$ cat config.mk
export PLATFORM = sky130hd
export DESIGN_NAME = pmem_flush_unit
export DESIGN_NICKNAME = d
export VERILOG_FILES = /design/src/rtl/pmem_flush_unit.sv
export SDC_FILE = /design/constraint.sdc
export NUM_CORES = 1
export LEC_CHECK = 0
export CAP_MARGIN = 25
export CORE_ASPECT_RATIO = 0.8
export CORE_UTILIZATION = 35
export DETAILED_ROUTE_END_ITERATION = 12
export GPL_TIMING_DRIVEN = 1
export PLACE_DENSITY_LB_ADDON = 0.1
export SETUP_SLACK_MARGIN = 0.3
export SYNTH_ARGS = -nofsm -noshare
export SYNTH_HDL_FRONTEND = slang
export SYNTH_SLANG_ARGS = --single-unit
$ cat constraint.sdc
create_clock -name clk -period 4.56 [get_ports clk]
set_input_delay 0.912 -clock clk [delete_from_list [all_inputs] [get_ports clk]]
set_output_delay 0.912 -clock clk [all_outputs]
set_load 0.02 [all_outputs]
$ cat src/rtl/pmem_flush_unit.sv
module pmem_flush_unit #(
  parameter int NLINES = 8,
  parameter int ADDR_W = 8,
  parameter int DATA_W = 32,
  parameter int QDEPTH = 4
) (
  input  logic                        clk,
  input  logic                        rst,
  input  logic                        cmd_valid,
  output logic                        cmd_ready,
  input  logic [1:0]                  cmd_op,
  input  logic [ADDR_W-1:0]           cmd_addr,
  output logic                        mem_wr_valid,
  output logic [ADDR_W-1:0]           mem_wr_addr,
  output logic [DATA_W-1:0]           mem_wr_data,
  input  logic                        mem_wr_ack,
  output logic                        fence_done,
  input  logic                        pl_en,
  input  logic [$clog2(NLINES)-1:0]   pl_idx,
  input  logic [ADDR_W-$clog2(NLINES)-1:0] pl_tag,
  input  logic [DATA_W-1:0]           pl_data,
  input  logic                        pl_valid,
  input  logic                        pl_dirty,
  input  logic [$clog2(NLINES)-1:0]   pk_idx,
  output logic                        pk_valid,
  output logic                        pk_dirty,
  output logic [ADDR_W-$clog2(NLINES)-1:0] pk_tag,
  output logic [DATA_W-1:0]           pk_data
);
  localparam int IDX_W = $clog2(NLINES);
  localparam int TAG_W = ADDR_W - IDX_W;
  localparam int CNT_W = $clog2(QDEPTH + 1);

  logic [NLINES-1:0] vld, drt;
  logic [TAG_W-1:0]  tags [NLINES];
  logic [DATA_W-1:0] lines [NLINES];
  logic [CNT_W-1:0]  outstanding;
  logic              fence_pend, ser_wait;

  logic [IDX_W-1:0]  idx;
  logic [TAG_W-1:0]  tg;
  logic              hit, acc, push, ack_ok, is_fence;

  assign idx      = cmd_addr[IDX_W-1:0];
  assign tg       = cmd_addr[ADDR_W-1:IDX_W];
  assign hit      = vld[idx] && (tags[idx] == tg);
  assign is_fence = (cmd_op == 2'd3);
  assign cmd_ready = !fence_pend && !ser_wait && (outstanding != CNT_W'(QDEPTH))
                     && ((cmd_op != 2'd0) || (outstanding == '0));
  assign acc      = cmd_valid && cmd_ready;
  assign push     = acc && !is_fence && hit && drt[idx];
  assign ack_ok   = mem_wr_ack && (outstanding != '0);
  assign fence_done = fence_pend && (outstanding == '0);

  assign pk_valid = vld[pk_idx];
  assign pk_dirty = drt[pk_idx];
  assign pk_tag   = tags[pk_idx];
  assign pk_data  = lines[pk_idx];

  always_ff @(posedge clk) begin
    if (rst) begin
      vld          <= '0;
      drt          <= '0;
      outstanding  <= '0;
      fence_pend   <= 1'b0;
      ser_wait     <= 1'b0;
      mem_wr_valid <= 1'b0;
      mem_wr_addr  <= '0;
      mem_wr_data  <= '0;
    end else begin
      outstanding  <= outstanding + CNT_W'(push) - CNT_W'(ack_ok);
      mem_wr_valid <= push;
      if (push) begin
        mem_wr_addr <= cmd_addr;
        mem_wr_data <= lines[idx];
      end
      if (fence_done)
        fence_pend <= 1'b0;
      else if (acc && is_fence)
        fence_pend <= 1'b1;
      if (acc && cmd_op == 2'd0)
        ser_wait <= 1'b1;
      else if (outstanding == '0)
        ser_wait <= 1'b0;
      if (acc && hit) begin
        if (cmd_op == 2'd0 || cmd_op == 2'd1) begin
          vld[idx] <= 1'b0;
          drt[idx] <= 1'b0;
        end else if (cmd_op == 2'd2) begin
          drt[idx] <= 1'b0;
        end
      end
      if (pl_en) begin
        vld[pl_idx] <= pl_valid;
        drt[pl_idx] <= pl_dirty;
      end
    end
  end

  always_ff @(posedge clk) begin
    if (pl_en) begin
      tags[pl_idx]  <= pl_tag;
      lines[pl_idx] <= pl_data;
    end
  end
endmodule

==> out/metrics.cfg <==
[status]
status=finished, final reports clean

[die]
start_util=0.356
die_width_um=243
num_io_pins=142
die_area_sq_mm=0.0474
placementRows=70
dieHeight_um=195
coreArea_sq_mm=0.0458

[cells_and_area]
drive_gt1_frac=0.259
final_area_sq_mm=0.0202
finalNetCount=1280
syn2layout_area_growth_pct=24.0
multi_input_area_sq_mm=0.00590
regArea_sq_mm=0.0101
diodes=0
final_util=0.441
n_fill_cell=4059

[sta]
setup_ws_ns=0.642
post-route-period-util=0.859
tns_ns=0
drv_slew=0
slew_headroom=0.378
fmax_mhz=255
worstMarginPinSlew_ns=0.929
setup_violations=0
hold_viol=0
fin_crit_ns=3.92
finClkSkew_ns=0.0224
rsz0062_at_grt=false

[route]
vias_per_cell=5.68
vias=10600
ant_nets=0
drtIter0Drc=854
wl_per_cell_um=27.7
wl_um=51600
drc=0
dr.pass1.iters=5

[setup_path]
crit_type=primary input to output pin
cp_data_required_time_ns=3.65
cp_num_buf_inv=3
cp_max_fo=24
path_cells=buf_4, buf_12, mux4_2, mux2_2, clkdlybuf4s50_1
critPathLaunchType=primary input
cp.arrival_ns=3.01
path_delay_family=buffers and inverters
critPathCaptureType=output pin
crit_slowest_cell=clkdlybuf4s50_1
slowest_delay_ns=0.57

[synth]
synth_edf_count=296
yosys_warnings=0
synth_area_leaders=edfxtp_1 (55%), mux4_2 (13%), dfxtp_1 (7.6%)
yosys_most_used_dff=edfxtp_1
netlist_instances=1035
synthArstFlopShare=0
synth_area_per_cell_sq_um=15.7
synth-seq-cells=358
synth_top_area_cell=edfxtp_1
syn_nets=1098
syn_area_sq_mm=0.0163
synth-seq-area-share=0.622
yosys.cell_count.top_type=edfxtp_1
synth.distinct_cells=57
yosys.area.top_type_share=0.545
synthTopCellsByCount=edfxtp_1 (296), mux4_2 (96), mux2_2 (69)

[power_and_ir_drop]
power_frac_comb=0.126
switching_share=0.244
power_density_mw_per_mm2=395
p_seq_frac=0.468
power_frac_clock=0.407
p_int_mw=6.03
switchingPower_mw=1.95
p_leak_nw=6.65
peakVddDrop_mv=0.234

[clock_tree]
cts.htree.levels=2
cts_resized=0
cts_made_buffers=40
cts.sinks=358
cts.clk_slew.worst_paths_ns=0.05
worstSkewPairLatency_ns=0.55
cts-root-buf=clkbuf_16
clock_path_buffers=3
cts_tree=yes
post-cts-setup-buffer-count=0
cts_hold_buf=0

[place]
place_ws_ns=0.391
port_buffers=141
place_congestion=0.795
post_dp_cell_area_sq_mm=0.0189
dpl.hpwl_um=35000

[grt]
antenna_found_initial=0
grt_pass1_wl_um=75300
grt_pass1_vias=11000
grt_start_max_net_pins=35
gr-total-overflow=0
grt_use_total=0.217

[flow_run]
drv_cap=0

[hold_path]
holdCritPathClass=flop to flop

power by group through the flow:
stage               Combinational [mW]  Sequential (mW)  Clock [mW]
floorplan                        0.583             3.78           0
global placement                  1.01             3.80           0
detailed placement                1.01             3.80           0
CTS                               1.02             3.73        3.31
global route                      1.08             3.74        3.42
finish                            1.01             3.73        3.25
registers in the layout, indices dropped and copies added, names as in the netlist:
name          count
mem_wr_data      32
tags             40
mem_wr_valid      1
outstanding       3
fence_pend        1
ser_wait          1
mem_wr_addr       8
vld               8
drt               8
lines           256
layout by cell type (no fill, tap or decap), types with 11 or more instances in the layout:
cell type	instances
edfxtp_1	296
clkdlybuf4s50_1	134
mux4_2	96
buf_4	71
mux2_2	69
dfxtp_1	62
nand2_1	46
clkbuf_16	45
a22oi_1	42
a21oi_1	39
nor2_1	33
mux2i_1	28
nor2b_1	26
o21ai_0	17
nand4_1	17
clkbuf_1	17
o31ai_1	15
mux2_1	14
a221oi_1	13
o22ai_1	11
path summary, 6_finish.rpt:
kind | slack, ns | to | cells after the start | from
setup / recovery | 0.64 | pk_data[15] | 5 | pk_idx[0]
hold / removal | 0.46 | mem_wr_data[9] | 2 | mem_wr_data[9]
setup reg to reg | 1.17 | outstanding[2] | 13 | tags[5][4]
hold reg to reg | 0.46 | mem_wr_data[9] | 2 | mem_wr_data[9]
cell type report:
type	count	share of cell area
Inverter	11	0.00204
Clock inverter	8	0.00384
Clock buffer	66	0.0616
Sequential cell	358	0.501
Tap cell	612	0.0379
Timing Repair Buffer	217	0.102
Multi-Input combinational cell	589	0.292
worst register-to-register path: cells and delay by family, from the launching register on:
kind	cells	cell delay, ns
muxes	2	0.82
adders and majority gates	3	0.82
xor gates and xnor gates	3	0.55
and+or+nand+nor	3	0.55
DFF	1	0.40
buffers and inverters	2	0.11
metrics by stage:
stage / total power, mW / cells / hold WS, ns
2_1_floorplan: 4.36 / 1035 / 0.437
3_3_place_gp: 4.81 / 1786 / 0.446
3_5_place_dp: 4.81 / 1787 / 0.454
4_1_cts: 8.05 / 1861 / 0.462
5_1_grt: 8.24 / 1861 / 0.481
6_report: 7.98 / 1861 / 0.456
routing by layer:
layer / vias to the layer above / part of all wire / global-route usage
met4: 0 / 0.018 / 0.0489
met2: 352 / 0.47 / 0.343
li1: 4606 / - / -
met3: 59 / 0.056 / 0.0338
met5: - / 0 / 0
met1: 5549 / 0.46 / 0.315
kinds of logic after synthesis:
group,share of synthesized area
adder cells (fa/ha/maj),0.00276
buffers and inverters,0.0222
flip-flops,0.622
XOR/XNOR,0.00422
multiplexers,0.209
AO/OA/AOI/OAI,0.0838
AND/OR/NAND/NOR,0.0569
No activity file was read; power rests on OpenSTA's default activity.
